`src/rtl/bprot_pkg.sv`:
```
package bprot_pkg;

   localparam int OP_W   = 3;
   localparam int STAT_W = 4;

   typedef enum logic [OP_W-1:0] {
      OP_NOP      = 3'd0,
      OP_LOCK_ALL = 3'd1,
      OP_TIGHT    = 3'd2,
      OP_UNLK_LO  = 3'd3,
      OP_UNLK_HI  = 3'd4
   } lk_op_e;

   typedef enum logic [1:0] {
      BS_OPEN   = 2'd0,
      BS_LOCKED = 2'd1,
      BS_TIGHT  = 2'd2
   } blk_state_e;

   function automatic logic [STAT_W-1:0] stat_encode(blk_state_e st, logic wp_low);
      logic [STAT_W-1:0] c;
      c    = '0;
      c[0] = (st == BS_OPEN);
      c[1] = (st == BS_LOCKED);
      c[2] = (st == BS_TIGHT);
      c[3] = wp_low;
      return c;
   endfunction

endpackage

```
`src/rtl/bprot_range_reg.sv`:
```
module bprot_range_reg
   import bprot_pkg::*;
#(
   parameter int BLK_W = 12
) (
   input  logic                clk,
   input  logic                rst_n,
   input  logic                wp_n,
   input  logic                cmd_valid,
   input  logic [OP_W-1:0]     cmd_op,
   input  logic [BLK_W-1:0]    cmd_blk,
   output logic                rng_vld,
   output logic [BLK_W-1:0]    rng_lo,
   output logic [BLK_W-1:0]    rng_hi,
   output logic                tight_q
);

   logic             pend_vld;
   logic [BLK_W-1:0] pend_lo;
   lk_op_e           op;
   logic             cmd_live;

   assign op       = lk_op_e'(cmd_op);
   assign cmd_live = cmd_valid && !tight_q;

   always_ff @(posedge clk) begin
      if (!rst_n || !wp_n) begin
         rng_vld  <= 1'b0;
         rng_lo   <= '0;
         rng_hi   <= '0;
         tight_q  <= 1'b0;
         pend_vld <= 1'b0;
         pend_lo  <= '0;
      end else if (cmd_live) begin
         case (op)
            OP_LOCK_ALL: begin
               rng_vld  <= 1'b0;
               pend_vld <= 1'b0;
            end
            OP_TIGHT: begin
               tight_q  <= 1'b1;
               pend_vld <= 1'b0;
            end
            OP_UNLK_LO: begin
               pend_lo  <= cmd_blk;
               pend_vld <= 1'b1;
            end
            OP_UNLK_HI: begin
               pend_vld <= 1'b0;
               if (pend_vld && (cmd_blk >= pend_lo)) begin
                  rng_lo  <= pend_lo;
                  rng_hi  <= cmd_blk;
                  rng_vld <= 1'b1;
               end
            end
            default: ;
         endcase
      end
   end

endmodule

```
`src/rtl/bprot_classify.sv`:
```
module bprot_classify
   import bprot_pkg::*;
#(
   parameter int BLK_W = 12
) (
   input  logic             lock_en,
   input  logic [BLK_W-1:0] blk,
   input  logic             rng_vld,
   input  logic [BLK_W-1:0] rng_lo,
   input  logic [BLK_W-1:0] rng_hi,
   input  logic             tight_q,
   output blk_state_e       state
);

   logic in_win;

   assign in_win = rng_vld && (blk >= rng_lo) && (blk <= rng_hi);

   always_comb begin
      if (!lock_en || in_win) state = BS_OPEN;
      else if (tight_q)       state = BS_TIGHT;
      else                    state = BS_LOCKED;
   end

endmodule

```
`src/rtl/bprot_resp.sv`:
```
module bprot_resp
   import bprot_pkg::*;
(
   input  logic              clk,
   input  logic              rst_n,
   input  logic              wp_n,
   input  logic              req_valid,
   input  blk_state_e        req_st,
   input  logic              busy,
   input  logic              qry_valid,
   input  blk_state_e        qry_st,
   output logic              rsp_valid,
   output logic              rsp_grant,
   output logic              rsp_hold,
   output logic              stat_valid,
   output logic              stat_reject,
   output logic [STAT_W-1:0] stat_code
);

   logic req_open;

   assign req_open = (req_st == BS_OPEN);

   always_ff @(posedge clk) begin
      if (!rst_n) begin
         rsp_valid   <= 1'b0;
         rsp_grant   <= 1'b0;
         rsp_hold    <= 1'b0;
         stat_valid  <= 1'b0;
         stat_reject <= 1'b0;
         stat_code   <= '0;
      end else begin
         rsp_valid <= req_valid;
         rsp_grant <= req_valid && wp_n && req_open;
         rsp_hold  <= req_valid && wp_n && !req_open;

         stat_valid  <= qry_valid;
         stat_reject <= qry_valid && busy;
         if (qry_valid && !busy) stat_code <= stat_encode(qry_st, !wp_n);
         else                    stat_code <= '0;
      end
   end

endmodule

```
`src/rtl/bprot_range_mgr.sv`:
```
module bprot_range_mgr
   import bprot_pkg::*;
#(
   parameter  int NUM_BLK = 4096,
   localparam int BLK_W   = $clog2(NUM_BLK)
) (
   input  logic              clk,
   input  logic              rst_n,
   input  logic              lock_en,
   input  logic              wp_n,
   input  logic              cmd_valid,
   input  logic [OP_W-1:0]   cmd_op,
   input  logic [BLK_W-1:0]  cmd_blk,
   input  logic              req_valid,
   input  logic [BLK_W-1:0]  req_blk,
   output logic              rsp_valid,
   output logic              rsp_grant,
   output logic              rsp_hold,
   input  logic              busy,
   input  logic              qry_valid,
   input  logic [BLK_W-1:0]  qry_blk,
   output logic              stat_valid,
   output logic              stat_reject,
   output logic [STAT_W-1:0] stat_code
);

   localparam int N_PORT = 2;

   generate
      if (NUM_BLK < 2) begin : g_bad_count
         $error("bprot_range_mgr: NUM_BLK must be at least 2");
      end
      if ((NUM_BLK & (NUM_BLK - 1)) != 0) begin : g_bad_pow2
         $error("bprot_range_mgr: NUM_BLK must be a power of two");
      end
   endgenerate

   logic             rng_vld;
   logic [BLK_W-1:0] rng_lo;
   logic [BLK_W-1:0] rng_hi;
   logic             tight_q;

   bprot_range_reg #(.BLK_W(BLK_W)) u_range (
      .clk       (clk),
      .rst_n     (rst_n),
      .wp_n      (wp_n),
      .cmd_valid (cmd_valid),
      .cmd_op    (cmd_op),
      .cmd_blk   (cmd_blk),
      .rng_vld   (rng_vld),
      .rng_lo    (rng_lo),
      .rng_hi    (rng_hi),
      .tight_q   (tight_q)
   );

   logic [BLK_W-1:0] lk_blk [N_PORT];
   blk_state_e       lk_st  [N_PORT];

   assign lk_blk[0] = req_blk;
   assign lk_blk[1] = qry_blk;

   for (genvar g = 0; g < N_PORT; g++) begin : g_port
      bprot_classify #(.BLK_W(BLK_W)) u_cls (
         .lock_en (lock_en),
         .blk     (lk_blk[g]),
         .rng_vld (rng_vld),
         .rng_lo  (rng_lo),
         .rng_hi  (rng_hi),
         .tight_q (tight_q),
         .state   (lk_st[g])
      );
   end

   bprot_resp u_resp (
      .clk         (clk),
      .rst_n       (rst_n),
      .wp_n        (wp_n),
      .req_valid   (req_valid),
      .req_st      (lk_st[0]),
      .busy        (busy),
      .qry_valid   (qry_valid),
      .qry_st      (lk_st[1]),
      .rsp_valid   (rsp_valid),
      .rsp_grant   (rsp_grant),
      .rsp_hold    (rsp_hold),
      .stat_valid  (stat_valid),
      .stat_reject (stat_reject),
      .stat_code   (stat_code)
   );

endmodule

```
`config.mk`:
```
export PLATFORM = sky130hd
export DESIGN_NAME = bprot_range_mgr
export DESIGN_NICKNAME = d
export VERILOG_FILES = /design/src/rtl/bprot_pkg.sv /design/src/rtl/bprot_range_reg.sv /design/src/rtl/bprot_classify.sv /design/src/rtl/bprot_resp.sv /design/src/rtl/bprot_range_mgr.sv
export SDC_FILE = /design/constraint.sdc
export NUM_CORES = 1
export LEC_CHECK = 0
export BUFFER_PORTS_ARGS = -buffer_cell sky130_fd_sc_hd__buf_4
export CAP_MARGIN = 10
export CORE_AREA = 3 3 73 88
export CTS_BUF_LIST = sky130_fd_sc_hd__clkbuf_4
export CTS_CLUSTER_DIAMETER = 30
export DETAILED_ROUTE_END_ITERATION = 7
export DIE_AREA = 0 0 76 91
export PLACE_DENSITY_LB_ADDON = 0.05
export SLEW_MARGIN = 20
export SYNTH_ARGS = -nofsm -noshare
export SYNTH_HDL_FRONTEND = slang
export SYNTH_SLANG_ARGS = --single-unit
```
`constraint.sdc`:
```
create_clock -name clk -period 2.25 [get_ports clk]
set_input_delay 0.675 -clock clk [delete_from_list [all_inputs] [get_ports clk]]
set_output_delay 0.675 -clock clk [all_outputs]
set_load 0.02 [all_outputs]
```
==> impl_metrics.tcl, run 1 <==
set metrics [dict create \
    die_area_um2 6920 \
    crit_required_ps 2510 \
    slew_headroom_pct 64.3 \
    timing.setup.tns_ps 0 \
    gr-usage-met1_pct 26.9 \
    via_per_inst 5.28 \
    io_buffers 55 \
    drtPass1Iterations 4 \
    cts_setup_buffers 0 \
    final_cell_mix "nand2_1 (76), buf_4 (67), ha_1 (60)" \
    ys.flop_type "dfxtp_1" \
    synth_top_area_cell "dfxtp_1" \
    netlist_area_um2 3250 \
    area_growth_pct 19.1 \
    worstSetupPathType "reg2reg" \
    ys_ff_latch 48 \
    cts.repair.resized 0 \
    clock-sinks 48 \
    start_util_pct 57.3 \
    p_total_mw 1.65 \
    crit_chain "inv_1 -> ha_1 -> nand4_1 -> nor2_1 -> o31a_1 -> o211ai_1 -> a2111oi_0" \
    yosysWarnings 0 \
    antenna_cells 0 \
    ir_drop_mv 0.365 \
    setup_viol 0 \
    gr-total-overflow 0 \
    syn_inst 386 \
    boundaryPins 56 \
    worst_pin_slew_ps 534 \
    synth_edf_count 0 \
    powerDensity_nw_per_um2 427 \
    fmax_mhz 501 \
    clockBufferDepth 2 \
    period_share_pct 88.7 \
    crit_arrival_ps 2250 \
    drv_slew 0 \
    antenna_found_initial 0 \
    hold_path.class "reg2reg" \
    async_flop_share_pct 0 \
    num_vias 2793 \
    area.sequential_um2 961 \
    multiInputGateArea_um2 2050 \
    clk_pin_slew_ps 130 \
    cpPeakStageDelay_ps 400 \
    ant_nets 0 \
    first_iter_violations 110 \
    grt_pass1_wl_um 12200 \
    htree_levels 2 \
    syn_nets 493 \
    grt_start_max_net_pins 50 \
    yosysTopAreaCellShare_pct 29.6 \
    fin_hold_ws_ps 470 \
    critPathMaxFanout 3 \
    fill_cells 523 \
    cts_buffers 5 \
    place_congestion 0.862 \
    finalCriticalPeriod_ps 1990 \
    synth.distinct_cells 47 \
    drive_above_1_share_pct 18.9 \
    use_met2_pct 35.3 \
    final_common_cell "nand2_1" \
    dieWidth_um 76 \
    drt_wl_total_um 7070 \
    placementRows 30 \
    fin_skew_ps 6.76 \
    p_leak_nw 1.57 \
    die_h_um 91 \
    routedWlPerCell_um 13.4 \
    grt.total_usage_pct 21.5 \
    clkLatencyLatePin_ps 360 \
    cts_tree "built" \
    cts_hold_buf 0 \
    ys_seq_area_share_pct 29.6 \
    hold_viol 0 \
    rsz0062_at_grt "false" \
    outcome "finished, final reports clean" \
    synth.avg_cell_area_um2 8.42 \
    crit_path_end_kind "register" \
    place_hpwl_um 5920 \
    route.detailed.drc 0 \
    maxCapViolations 0 \
    busiest_layer "met2" \
    core-area_um2 5670 \
    nNetsFinal 555 \
    grt_pass1_vias 2699 \
    global_route.usage.met3_pct 4.37 \
    startpoint_type "register" \
    cts-root-buf "clkbuf_4" \
    synth_area_leaders "dfxtp_1 (30%), ha_1 (23%), nand2_1 (8.8%)" \
    slowest_stage "a2111oi_0" \
]
-- area by class of cell --
class / instances / area share, %
well taps: 80 / 2.59
clock buffers: 5 / 0.970
repair buffers: 68 / 13.5
inverters: 41 / 3.98
flip-flops and latches: 48 / 24.8
clock inverters: 3 / 1.10
multi-input cells: 284 / 53.0
-- synth_stat cells, types with 3 or more instances --
cell type and instances:
o21ai_0 5, a21oi_1 36, nand2_1 76, and3_1 3
a21o_1 4, clkbuf_1 8, mux2i_1 25, nand3_1 17
nor2_1 9, nor2b_1 5, ha_1 60, nand4_1 6
dfxtp_1 48, nand2b_1 3, inv_1 41, o211ai_1 3
-- worst max-delay path, delay by kind of cell (launching register included) --
family	cells	cell delay, ps
buf+inv	1	80
compound gates	3	760
fa+ha+maj	1	300
simple gates	2	370
flops	1	380
-- stage by stage --
step	std cells	cell area [um2]	setup WS, ps	util [%]
3_5_place_dp	521	3790	-86.5	66.8
4_1_cts	529	3870	290	68.3
3_3_place_gp	521	3790	-60.9	66.8
6_report	529	3870	255	68.3
5_1_grt	529	3870	138	68.3
2_1_floorplan	386	3250	121	-
-- cells by family (layout without fill, tap and decap cells) --
| kind of cell | count (synthesis) | in the layout | share of synthesized area [%] |
|---|---|---|---|
| compound gates | 68 | 68 | 13.3 |
| fa+ha+maj | 60 | 60 | 23.1 |
| simple gates | 131 | 131 | 19.0 |
| buf+inv | 54 | 117 | 7.32 |
| flops | 48 | 48 | 29.6 |
| mux | 25 | 25 | 7.70 |
-- sequential cells by signal (all words and copies together) (netlist names) --
register and flops:
u_resp.stat_reject 1, u_range.rng_vld 1, u_resp.rsp_grant 1, u_resp.rsp_valid 1
u_resp.stat_valid 1, u_resp.stat_code 4, u_range.tight_q 1, u_resp.rsp_hold 1
u_range.pend_lo 12, u_range.rng_lo 12, u_range.pend_vld 1, u_range.rng_hi 12
-- worst paths after layout --
| check | startpoint | end | slack (ps) | depth (start not counted) |
|---|---|---|---|---|
| hold reg to reg | u_range.rng_lo[8]$_SDFFE_PP0P_ | u_range.rng_lo[8]$_SDFFE_PP0P_ | 470 | 2 |
| hold / removal | u_range.rng_lo[8]$_SDFFE_PP0P_ | u_range.rng_lo[8]$_SDFFE_PP0P_ | 470 | 2 |
| setup / recovery | u_range.rng_hi[9]$_SDFFE_PP0P_ | u_resp.stat_code[1]$_SDFF_PN0_ | 260 | 7 |
| setup reg to reg | u_range.rng_hi[9]$_SDFFE_PP0P_ | u_resp.stat_code[1]$_SDFF_PN0_ | 260 | 7 |
-- metal layers --
layer  up-vias  part of all wire, %
met3        20                  4.0
met4         0                  3.7
li1       1459                    -
met1      1245                   46
met2        69                   46
met5         -                    0
-- report_power, final --
| part | internal (mW) | switching [mW] | leakage, nW |
|---|---|---|---|
| clock network | 0.232 | 0.270 | 0.0412 |
| registers | 0.857 | 0.00340 | 0.388 |
| logic | 0.141 | 0.148 | 1.14 |
No activity file was read; power rests on OpenSTA's default activity.
==> run 2: changes to the inputs <==
Settings changed: CORE_AREA 3 3 73 88 to 3 3 70 85, DIE_AREA 0 0 76 91 to 0 0 73 88.
Clock period 2.25 ns to 2.5 ns, I/O delays scaled along.
==> run 2 against run 1 <==
  * Wire length decreased by 1.7%
  * Hold slack got worse by 3.7 ps
  * Utilization increased by 3.8 points
==> impl_metrics.tcl, run 2 (synthesized netlist as in run 1, its figures left out) <==
set metrics [dict create \
    outcome "finished, final reports clean" \
    drtPass1Iterations 6 \
    cts_buffers 5 \
    start_util_pct 61.8 \
    netSwitchingPower_uw 379 \
    crit_required_ps 2750 \
    grt_start_max_net_pins 50 \
    p_total_mw 1.48 \
    hold_end "u_range.rng_hi[5]$_SDFFE_PP0P_" \
    nNetsFinal 548 \
    gr-total-overflow 0 \
    fill_cells 416 \
    fin_skew_ps 7.68 \
    route.detailed.drc 0 \
    ir_drop_mv 0.426 \
    cpPeakStageDelay_ps 410 \
    htree_levels 2 \
    die_h_um 88 \
    startpoint_type "input port" \
    critPathMaxFanout 3 \
    finalCriticalPeriod_ps 2050 \
    setup_viol 0 \
    slew_headroom_pct 66.9 \
    period_share_pct 82.2 \
    holdPathStages 2 \
    drv_slew 0 \
    maxCapViolations 0 \
    swShare_pct 25.6 \
    final_cell_mix "nand2_1 (76), ha_1 (60), buf_4 (60)" \
    cts_setup_buffers 0 \
    p_leak_nw 1.54 \
    cts_tree "built" \
    hold_viol 0 \
    clockBufferDepth 2 \
    slowest_stage "a2111oi_0" \
    drive_above_1_share_pct 17.4 \
    grt_pass1_wl_um 11700 \
    clk_pin_slew_ps 140 \
    boundaryPins 56 \
    antenna_cells 0 \
    powerDensity_nw_per_um2 391 \
    antenna_found_initial 0 \
    hold_path.class "reg2reg" \
    r2r_cells 7 \
    place_hpwl_um 5710 \
    reg2reg_from "u_range.rng_hi[9]$_SDFFE_PP0P_" \
    cts.repair.resized 0 \
    ant_nets 0 \
    area_growth_pct 16.8 \
    clock-sinks 48 \
    dieWidth_um 73 \
    reg.largest.list "u_range.pend_lo: 12 flops, u_range.rng_hi: 12 flops, u_range.rng_lo: 12 flops" \
    first_iter_violations 97 \
    r2r_slack_ps 520 \
    crit_chain "buf_4 -> ha_1 -> nand4_1 -> nor2_1 -> o31a_1 -> o211ai_1 -> a2111oi_0" \
    rsz0062_at_grt "false" \
    clkLatencyLatePin_ps 360 \
    grt_pass1_vias 2617 \
    place_congestion 0.883 \
    timing.setup.tns_ps 0 \
    worstSetupPathType "in2reg" \
    drt_wl_total_um 6950 \
    final_common_cell "nand2_1" \
    reg2reg_to "u_resp.stat_code[1]$_SDFF_PN0_" \
    via_per_inst 5.43 \
    io_buffers 55 \
    num_vias 2739 \
    min_from "u_range.rng_hi[5]$_SDFFE_PP0P_" \
    fmax_mhz 487 \
    sequentialPowerShare_pct 52.3 \
    crit_arrival_ps 2310 \
    cts-root-buf "clkbuf_4" \
    routedWlPerCell_um 13.8 \
    cts_hold_buf 0 \
    combPwrFrac_pct 17.1 \
    worst_pin_slew_ps 496 \
    internal_power_mw 1.10 \
    die_area_um2 6420 \
    placementRows 29 \
    crit_path_end_kind "register" \
    core-area_um2 5260 \
    grt.total_usage_pct 23.2 \
    power.share.clock_pct 30.6 \
    final_util_pct 72.1 \
]
[run 2: cell count changes in the layout (fill, tap and decap cells not counted)]
cell,before,now
clkinv_1,0,1
clkinv_4,0,1
clkinv_2,1,0
buf_4,67,60
clkinvlp_4,1,0
[run 2: power groups by stage]
stage | Sequential, mW | Clock (mW) | Combinational, mW
after floorplan | 0.797 | 0 | 0.129
after global placement | 0.791 | 0 | 0.247
after detailed placement | 0.791 | 0 | 0.254
after CTS | 0.775 | 0.473 | 0.255
after global routing | 0.776 | 0.493 | 0.291
final | 0.775 | 0.454 | 0.254
[run 2: worst max-delay path by stage]
stage,start,end,slack (ps),cells past startpoint
after global routing,qry_blk[10],u_resp.stat_code[1]$_SDFF_PN0_,300,7
after global placement,cmd_blk[2],u_range.rng_lo[7]$_SDFFE_PP0P_,160,9
after detailed placement,qry_blk[10],u_resp.stat_code[1]$_SDFF_PN0_,80,7
final,qry_blk[7],u_resp.stat_code[1]$_SDFF_PN0_,450,7
after floorplan,cmd_blk[2],u_range.rng_hi[0]$_SDFFE_PP0P_,300,7
after CTS,qry_blk[9],u_resp.stat_code[1]$_SDFF_PN0_,480,7
[run 2: per-stage QoR]
stage          hold slack [ps]  cell area, um2  instances  setup WS (ps)
2_1_floorplan              429            3250        386            296
3_3_place_gp               442            3710        496            161
3_5_place_dp               448            3710        496           83.3
4_1_cts                    469            3790        504            482
5_1_grt                    490            3790        504            298
6_report                   466            3790        504            445
[run 2: area by class of cell]
class / instances / area (um2) / area share [%]
inverters: 41 / 154 / 4.06
repair buffers: 61 / 470 / 12.4
well taps: 62 / 77.6 / 2.04
clock inverters: 3 / 42.5 / 1.12
clock buffers: 5 / 37.5 / 0.989
multi-input cells: 284 / 2050 / 54.1
flip-flops and latches: 48 / 961 / 25.3
[run 2: layer usage]
metal / up-vias / global-route usage [%] / wire length, um
met3: 20 / 2.76 / 258
met4: 0 / 11.6 / 254
met1: 1212 / 30.9 / 3230
li1: 1447 / - / -
met2: 60 / 36.6 / 3210
met5: - / 0 / 0
[run 2: critical path, delay by kind of cell]
family | cells | cell delay (ps)
AND/OR/NAND/NOR | 2 | 350
AO/OA/AOI/OAI | 3 | 780
buffers and inverters | 1 | 120
adder cells (fa/ha/maj) | 1 | 310
